[src/rtl/stall_pkg.sv]
package stall_pkg;
  localparam int TIMEOUT_DEFAULT = 16;
  localparam bit ENABLE_DEFAULT  = 1'b1;

  // Tick limit: base period shifted right by the programmed amount
  function automatic int tick_limit(input int base, input int shift);
    return base >> shift;
  endfunction

  // Hang count that follows value h after one advance
  function automatic int next_hang(input int h);
    return h + 1;
  endfunction
endpackage

[src/rtl/stall_tick_prescaler.sv]
module stall_tick_prescaler #(
  parameter int TICK_BASE = 88000,
  parameter int SHIFT_W   = 3
) (
  input  logic               clk,
  input  logic               rst_n,
  input  logic               run_i,
  input  logic               restart_i,
  input  logic [SHIFT_W-1:0] shift_i,
  output logic               tick_o
);
  localparam int PW = $clog2(TICK_BASE + 1);

  logic [PW-1:0] cnt_q;
  logic [PW-1:0] limit;

  always_comb begin
    limit  = PW'(stall_pkg::tick_limit(TICK_BASE, int'(shift_i)));
    tick_o = run_i && !restart_i && (cnt_q >= limit);
  end

  always_ff @(posedge clk or negedge rst_n) begin
    if (!rst_n)                           cnt_q <= '0;
    else if (!run_i || restart_i || tick_o) cnt_q <= '0;
    else                                  cnt_q <= cnt_q + 1'b1;
  end

  // a disabled cycle leaves the prescaler empty
  assert_pre_hold_R7: assert property (@(posedge clk) disable iff (!rst_n)
    !run_i |=> cnt_q == '0);
  // activity restarts the prescaler
  assert_pre_restart_R4: assert property (@(posedge clk) disable iff (!rst_n)
    restart_i |=> cnt_q == '0);
endmodule

[src/rtl/stall_hang_counter.sv]
module stall_hang_counter #(
  parameter int HANG_W = 8
) (
  input  logic              clk,
  input  logic              rst_n,
  input  logic              run_i,
  input  logic              restart_i,
  input  logic              tick_i,
  input  logic [HANG_W-1:0] timeout_i,
  output logic              evt_o
);
  logic [HANG_W-1:0] hang_q;
  logic [HANG_W:0]   hang_nx;
  logic              adv;

  always_comb begin
    hang_nx = (HANG_W+1)'(stall_pkg::next_hang(int'(hang_q)));
    adv     = run_i && !restart_i && tick_i && (hang_q < timeout_i);
    evt_o   = adv && (hang_nx == {1'b0, timeout_i});
  end

  always_ff @(posedge clk or negedge rst_n) begin
    if (!rst_n)                  hang_q <= '0;
    else if (!run_i || restart_i) hang_q <= '0;
    else if (adv)                hang_q <= hang_nx[HANG_W-1:0];
  end

  // activity empties the hang counter
  assert_hang_clear_R4: assert property (@(posedge clk) disable iff (!rst_n)
    restart_i |=> hang_q == '0);
  // an event leaves the counter parked at the timeout value
  assert_hang_park_R5: assert property (@(posedge clk) disable iff (!rst_n)
    evt_o |=> hang_q == $past(timeout_i));
endmodule

[src/rtl/stall_flag.sv]
module stall_flag (
  input  logic clk,
  input  logic rst_n,
  input  logic evt_i,
  input  logic clr_i,
  input  logic int_ena_i,
  output logic raw_o,
  output logic status_o
);
  always_ff @(posedge clk or negedge rst_n) begin
    if (!rst_n)     raw_o <= 1'b0;
    else if (evt_i) raw_o <= 1'b1;
    else if (clr_i) raw_o <= 1'b0;
  end

  always_comb status_o = raw_o & int_ena_i;

  // an event always leaves the flag set, even against a clear
  assert_evt_sets_R10: assert property (@(posedge clk) disable iff (!rst_n)
    evt_i |=> raw_o);
  // a clear without an event drops the flag
  assert_clr_drops_R8: assert property (@(posedge clk) disable iff (!rst_n)
    (clr_i && !evt_i) |=> !raw_o);
  // the flag never falls without a clear
  assert_sticky_R8: assert property (@(posedge clk) disable iff (!rst_n)
    (raw_o && !clr_i) |=> raw_o);
endmodule

[src/rtl/stall_watchdog.sv]
module stall_watchdog #(
  parameter int TICK_BASE = 88000,
  parameter int SHIFT_W   = 3,
  parameter int HANG_W    = 8
) (
  input  logic               clk,
  input  logic               rst_n,
  input  logic               activity_i,
  input  logic               enable_i,
  input  logic [HANG_W-1:0]  timeout_i,
  input  logic [SHIFT_W-1:0] shift_i,
  input  logic               int_ena_i,
  input  logic               clr_i,
  output logic               raw_o,
  output logic               status_o,
  output logic               irq_o
);
  logic tick;
  logic stall_evt;

  stall_tick_prescaler #(.TICK_BASE(TICK_BASE), .SHIFT_W(SHIFT_W)) u_pre (
    .clk(clk), .rst_n(rst_n), .run_i(enable_i), .restart_i(activity_i),
    .shift_i(shift_i), .tick_o(tick));

  stall_hang_counter #(.HANG_W(HANG_W)) u_hang (
    .clk(clk), .rst_n(rst_n), .run_i(enable_i), .restart_i(activity_i),
    .tick_i(tick), .timeout_i(timeout_i), .evt_o(stall_evt));

  stall_flag u_flag (
    .clk(clk), .rst_n(rst_n), .evt_i(stall_evt), .clr_i(clr_i),
    .int_ena_i(int_ena_i), .raw_o(raw_o), .status_o(status_o));

  assign irq_o = status_o;

  // no event while disabled
  assert_no_evt_off_R7: assert property (@(posedge clk) disable iff (!rst_n)
    !enable_i |-> !stall_evt);
  // a zero timeout never produces an event
  assert_zero_quiet_R6: assert property (@(posedge clk) disable iff (!rst_n)
    (timeout_i == '0) |-> !stall_evt);
endmodule

[config.mk]
export PLATFORM = sky130hd
export DESIGN_NAME = stall_watchdog
export DESIGN_NICKNAME = d
export VERILOG_FILES = /design/src/rtl/stall_pkg.sv /design/src/rtl/stall_tick_prescaler.sv /design/src/rtl/stall_hang_counter.sv /design/src/rtl/stall_flag.sv /design/src/rtl/stall_watchdog.sv
export SDC_FILE = /design/constraint.sdc
export NUM_CORES = 1
export LEC_CHECK = 0
export ABC_AREA = 0
export BUFFER_PORTS_ARGS = -buffer_cell sky130_fd_sc_hd__buf_2
export CAP_MARGIN = 0
export CORE_ASPECT_RATIO = 0.6
export CORE_UTILIZATION = 60
export DETAILED_ROUTE_END_ITERATION = 12
export HOLD_SLACK_MARGIN = 0.05
export PLACE_DENSITY_LB_ADDON = 0.3
export SYNTH_ARGS = -nofsm -noshare
export SYNTH_HDL_FRONTEND = slang
export SYNTH_HIERARCHICAL = 1
export SYNTH_SLANG_ARGS = --single-unit
export TNS_END_PERCENT = 50
[constraint.sdc]
create_clock -name clk -period 3.1 [get_ports clk]
set_input_delay 0.155 -clock clk [delete_from_list [all_inputs] [get_ports clk]]
set_output_delay 0.155 -clock clk [all_outputs]
set_load 0.01 [all_outputs]
Word level (Yosys, flattened, before mapping)
Cells that the tools add are included.
{"block": "word_totals", "inputBits": 17, "reg_bits": 26, "wordCells": 26, "output_inout_bits": 3}
{"block": "op_classes", "add_sub_neg": 2, "shift": 1, "reduce_logical": 11, "n_bitwise": 1, "n_mux": 5, "n_lt_le_gt_ge": 2, "eq_ne": 1}
{"cell": "$add 17x1->17 const B", "n": 1}
{"cell": "$ge 17x17->1", "n": 1}
{"cell": "$mux 17", "n": 1}
{"cell": "$shr 17x3->17 const A", "n": 1}
{"cell": "$mux 8", "n": 2}
{"cell": "$add 8x1->9 const B", "n": 1}
{"cell": "$eq 9x8->1", "n": 1}
{"cell": "$lt 8x8->1", "n": 1}
{"cell": "$logic_and 1x1->1", "n": 5}
{"cell": "$reduce_bool 2->1", "n": 2}
{"cell": "$logic_not 1->1", "n": 2}
{"cell": "$logic_or 1x1->1", "n": 2}
{"cell": "$mux 1", "n": 2}
{"cell": "$and 1x1->1", "n": 1}

Logic depth before layout (Yosys ltp)
{"block": "depth", "word_depth": 7, "mapped_depth": 15, "mapped_depth_nobuf": 15}

Hierarchy
Netlist, hierarchy kept.
{"module": "stall_tick_prescaler", "instances": 1, "seq_area_each_um2": 425.4, "cells_per_inst": 141, "area_per_inst_um2": 1267.5}
{"module": "stall_hang_counter", "instances": 1, "seq_area_each_um2": 200.2, "cells_per_inst": 98, "area_per_inst_um2": 844.6}
{"module": "stall_flag", "instances": 1, "seq_area_each_um2": 25.0, "cells_per_inst": 4, "area_per_inst_um2": 42.5}
{"module": "stall_watchdog", "instances": 1, "seq_area_each_um2": 0.0, "cells_per_inst": 1, "area_per_inst_um2": 7.5}

Worst setup path after synthesis
OpenSTA, ideal clock, no wires.
{"block": "synth_timing", "path_kind": "input to register", "startpoint": "in shift_i[0]", "endpoint": "reg u_hang.hang_q[3]", "t_required_ps": 2974, "setup_time_ps": 126, "setup_slack_ps": 598, "stages": 12, "n_path_buf": 1, "arrival_time_ps": 2376, "cell_sequence": "clkbuf_1 or2_2 ha_1 and4_1 o211a_1 nand2_1 a21oi_1 and4bb_2 o211ai_2 inv_1 a21oi_1 a221o_1"}
{"block": "synth_via", "elab_chain_cells": 6}
{"item": "start, declared", "line_no": "stall_watchdog.sv:11", "rtl": "input logic [SHIFT_W-1:0] shift_i,"}
{"item": "$shr 17x3->17", "line_no": "stall_pkg.sv:7", "rtl": "return base >> shift;"}
{"item": "$ge 17x17->1", "line_no": "stall_tick_prescaler.sv:19", "rtl": "tick_o = run_i && !restart_i && (cnt_q >= limit);"}
{"item": "$logic_and 1x1->1", "line_no": "stall_tick_prescaler.sv:19"}
{"item": "via tick", "line_no": "stall_watchdog.sv:18", "rtl": "logic tick;"}
{"item": "$logic_and 1x1->1 (2 in a row)", "line_no": "stall_hang_counter.sv:18", "rtl": "adv = run_i && !restart_i && tick_i && (hang_q < timeout_i);"}
{"item": "$reduce_bool 2->1 (no line)"}
{"item": "end signal, assigned", "line_no": "stall_hang_counter.sv:25", "rtl": "else if (adv) hang_q <= hang_nx[HANG_W-1:0];"}
{"item": "end, declared", "line_no": "stall_hang_counter.sv:12", "rtl": "logic [HANG_W-1:0] hang_q;"}
The timed path passes the listed nets, and every way through them passes these cells.
A chain may end at the register's enable or synchronous reset.

Worst setup path after layout
{"block": "layout_timing", "startpoint": "reg u_pre.cnt_q[6]", "endpoint": "reg u_hang.hang_q[3]"}
{"block": "layout_via", "elab_chain_cells": 5}
{"item": "start, declared", "line_no": "stall_tick_prescaler.sv:14", "rtl": "logic [PW-1:0] cnt_q;"}
{"item": "start signal, assigned", "line_no": "stall_tick_prescaler.sv:25", "rtl": "else cnt_q <= cnt_q + 1'b1;"}
{"item": "$ge 17x17->1", "line_no": "stall_tick_prescaler.sv:19"}
{"item": "$logic_and 1x1->1", "line_no": "stall_tick_prescaler.sv:19"}
{"item": "via tick", "line_no": "stall_watchdog.sv:18"}
{"item": "$logic_and 1x1->1 (2 in a row)", "line_no": "stall_hang_counter.sv:18"}
{"item": "$reduce_bool 2->1 (no line)"}
The timed path passes the listed nets, and every way through them passes these cells.

==> results list <==
- For this design, the sink count on the clock tree is 26.
* Total routing usage reported by global routing: between 20 and 30%
- Total half-perimeter wirelength after legalization and detailed placement: 3700 um
- Most used DFF post-synth: sky130_fd_sc_hd__dfrtp_1
- TritonCTS clock tree: yes
- Total power draw: 0.000714 W
- Starting utilization of the core area: 64.7%
- Once detail routing completed, the nets flagged for antenna violations numbered 0.
- Area of placed instances: 2290 um2
- The worst-case IR drop observed on VDD is 0.184 mV.
- The endpoint identified for the worst register-to-register timing path is u_hang/hang_q[3].
* Total area of sequential cells: 651 um2
- Counting every instance in the synthesized netlist gives 244.
- STA classifies the critical path endpoint as a register.
- Achievable Freq: roughly 0.38 GHz
- In this run the cell area of the synthesized design comes to 2160 um2.
- Once the clock tree was built, the resizer swapped 0 gates to a different size.
* Critical path data required time: 3.27 ns
* Max clock buf depth: 2
- Among the stages of the critical path, the cell type that occurs most often is sky130_fd_sc_hd__a21oi_1.
* Root cell of the clock tree: sky130_fd_sc_hd__clkbuf_8
* Top-level port count: 20
* Die span in x: approximately 80 um
* Global-route wire length before repair: 8220 um
- The initialized floorplan defines 16 standard-cell rows.
- The clock network accounts for 40.3% of the total power.
* Worst hold start: clr_i
* Endpoint arrival time on the critical path: 2.81 ns
- In this run switching power makes up 23.4% of total power.
- The first detailed-routing pass ran for 4 iterations.
* Sequential fraction of design power: 47.8%
- Dividing the detail-routed wire length by the instance count gives 15.5 um.
- Outcome: complete, no violations
- Once layout is done, the placed cells without fillers occupy 2380 um2.
* Area grow syn2layout: 9.90%
- The worst hold path was traced through 3 stages.
- Clock transition time at the flip-flop clock pins of the worst setup and hold paths: approximately 0.090 ns
- Warnings from Yosys: 6
- Dividing the detail-routed via count by the number of cells gives about 6.1.
* Total of buffers placed on input and output ports: 19
* Synth top cells by count: sky130_fd_sc_hd__ha_1, sky130_fd_sc_hd__nor2_1, sky130_fd_sc_hd__dfrtp_1
- 0 antenna diodes ended up in the layout.
* Number of global-route vias before repair: 1758
- Layout filler cell count: 256
- Summing all multi-input logic gate instances after layout gives approximately 1400 um2.
* Antenna violations before repair: 0
- For flop-to-flop paths, the worst setup slack is 0.47 ns.
- The worst setup path is launched from a register.
* Worst-Skew Late Latency: 0.28 ns
- Leakage component of the power: 1.16 nW
- Max transition margin: 61.5%
* Setup TNS: 0 ns
- The total area inside the core boundary comes to 3340 um2.
- Share of the synthesized area in the top cell type: a little under a third
- Yosys top cell by area: sky130_fd_sc_hd__dfrtp_1
- The share of the Yosys chip area taken by registers is 30.1%.
* Drc violations: 0
* Area contributors post-synth: sky130_fd_sc_hd__dfrtp_1, sky130_fd_sc_hd__ha_1, sky130_fd_sc_hd__xor2_1
- R2R Path Start: u_pre/cnt_q[6]
- Proportion of synthesized flip-flops having asynchronous set or reset: between 90% and 100%
- For this block, the initial DRC count from the detailed router was 138.
- Destination of the worst hold path: u_flag/raw_o
- Largest fanout on the critical path: 7
- After synthesis, the netlist uses 45 different library cells.
* Total Routed Length: between 4000 and 5000 um
- Power dissipated by switching net loads: 0.000167 W
- Walking the worst path, the cells encountered are ha_1 -> a211oi_1 -> o21bai_1 -> o211a_1 -> nand2_1 -> a21oi_1 -> and4bb_2 -> o211ai_2 -> inv_1 -> a21oi_1 -> buf_4 -> a221o_1.
- Entering global routing, the biggest net connects 27 pins.
- The floorplan step defined a die boundary enclosing 3860 um2.
* Maximum cell stage delay along the critical path: between 0.4 and 0.5 ns
* Final clock skew: around 0.0014 ns
* Final critical path time including I/O delays and setup: 2.63 ns
- In this run, synthesis inferred 0 flip-flops with an integrated enable.
- Setup violations remaining at the end of the flow were counted as 0.
- Internal power contribution: around 0.00055 W
- Category of the most critical setup path: register to register
- In this run the number of H-tree levels came out at 1.
* Gate power share: 11.8%
- The post-route netlist has around 14% of its cells at a drive strength greater than 1.
- Min-delay worst type: primary input to register
- Via Count: 1879
- # Max-Cap Violations: 0
- Final GP Congestion: 0.896
- Die Span Y: 48.5 um
- Dividing the synthesized area by the synthesized cell count gives 8.86 um2.
- At the pin with the least slew margin, the transition time is approximately 0.58 ns.
- Setup repair after global routing left no endpoint under its margin.
- Critical-path top delay cell: sky130_fd_sc_hd__dfrtp_1
- When the netlist entered floorplanning its net count stood at approximately 290.
- For the worst flop-to-flop path, the logic depth is 12.
- Synthesis inferred 26 register bits.
- Total congestion overflow: 0
- Final hold slack: roughly 0.13 ns
- At the end of the flow, the number of nets in the layout was between 300 and 400.
- Pwr Density: between 300 and 400 nW/um2
- Final hold violation count: 0
- Counting the buffers created by CTS gives 3.
* Max-slew violation count: 0
- Final Cycle Share: 85.0%
-- logic make-up after synthesis --
family / after synthesis / share of synthesized area [%]
muxes: 1 / 0.521
buffers and inverters: 24 / 4.69
and+or+nand+nor: 94 / 22.8
DFF: 26 / 30.1
AOI/OAI and AO/OA: 47 / 15.8
xor gates and xnor gates: 25 / 10.5
adders and majority gates: 27 / 15.6
-- repair_timing --
item | in CTS | in global routing
hold buffers | 1 | 0
hold endpoints to repair | 26 | 0
setup buffers | 0 | 0
setup endpoints to repair | 0 | 0
-- flip-flops by register name, indices dropped and copies added (netlist names) --
signal and flops:
u_pre/cnt_q 17, u_flag/raw_o 1, u_hang/hang_q 8
-- cells in the final DEF, fill, tap and decap left out, types with 3 or more instances in the layout --
cell | Yosys | final
sky130_fd_sc_hd__and3_1 | 3 | 3
sky130_fd_sc_hd__xnor2_1 | 11 | 11
sky130_fd_sc_hd__nor4_1 | 4 | 4
sky130_fd_sc_hd__inv_1 | 18 | 18
sky130_fd_sc_hd__nand3_1 | 9 | 9
sky130_fd_sc_hd__clkbuf_8 | 0 | 3
sky130_fd_sc_hd__or3_1 | 4 | 4
sky130_fd_sc_hd__nand2_1 | 17 | 17
sky130_fd_sc_hd__nor2b_1 | 3 | 3
sky130_fd_sc_hd__nor3_1 | 4 | 4
sky130_fd_sc_hd__a21oi_1 | 11 | 11
sky130_fd_sc_hd__and2_1 | 4 | 4
sky130_fd_sc_hd__nor2_1 | 27 | 27
sky130_fd_sc_hd__xor2_1 | 13 | 13
sky130_fd_sc_hd__o21ai_0 | 8 | 8
sky130_fd_sc_hd__a21o_1 | 7 | 7
sky130_fd_sc_hd__nand4_1 | 7 | 7
sky130_fd_sc_hd__a211oi_1 | 4 | 4
sky130_fd_sc_hd__and4_1 | 3 | 3
sky130_fd_sc_hd__dfrtp_1 | 26 | 26
sky130_fd_sc_hd__ha_1 | 27 | 27
sky130_fd_sc_hd__buf_2 | 0 | 19
sky130_fd_sc_hd__nand2b_1 | 3 | 3
-- through the flow --
step / setup slack, ns / util (%) / std cells
after floorplan: 0.598 / - / 244
after detailed placement: 0.324 / 68.6 / 304
after global placement: 0.410 / 68.6 / 304
final: 0.465 / 71.1 / 309
after CTS: 0.485 / 71.1 / 309
after global routing: 0.267 / 71.1 / 309
-- power groups by stage --
stage	Combinational (W)	Clock (W)	Sequential (W)
floorplan	0.0000487	0	0.000348
global placement	0.0000806	0	0.000348
detailed placement	0.0000826	0	0.000348
CTS	0.0000844	0.000287	0.000341
global route	0.0000975	0.000310	0.000342
finish	0.0000845	0.000288	0.000341
-- layout make-up --
cell class / count / area share (%)
tap: 45 / 2.37
sequential: 26 / 27.4
multi-input combinational: 194 / 59.3
timing repair buffer: 22 / 5.06
clock inverter: 1 / 1.26
clock buffer: 3 / 1.74
inverter: 18 / 2.84
-- layer usage --
metal	part of all wire (%)	vias up	GRT usage [%]	wire length (um)
li1	-	914	-	-
met3	9.8	5	6.04	469
met5	0	-	0	0
met2	41	90	39.9	1950
met4	0.48	0	3.64	23
met1	49	870	43.0	2350
-- critical path, delay by kind of cell (launching register included) --
family / cells / cell delay (ns)
buffers and inverters: 2 / 0.28
flip-flops: 1 / 0.46
AO/OA/AOI/OAI: 7 / 1.14
adder cells (fa/ha/maj): 1 / 0.33
AND/OR/NAND/NOR: 2 / 0.32
-- worst max path at each step --
stage,cells after the start,end,slack [ns],startpoint
final,12,u_hang/hang_q[3],0.47,u_pre/cnt_q[6]
after global routing,12,u_hang/hang_q[4],0.27,u_pre/cnt_q[2]
after CTS,12,u_hang/hang_q[5],0.48,u_pre/cnt_q[6]
after detailed placement,13,u_hang/hang_q[3],0.32,shift_i[2]
after global placement,13,u_hang/hang_q[4],0.41,shift_i[2]
after floorplan,12,u_hang/hang_q[3],0.60,shift_i[0]
Note: power is estimated with default switching activity, not from simulation.
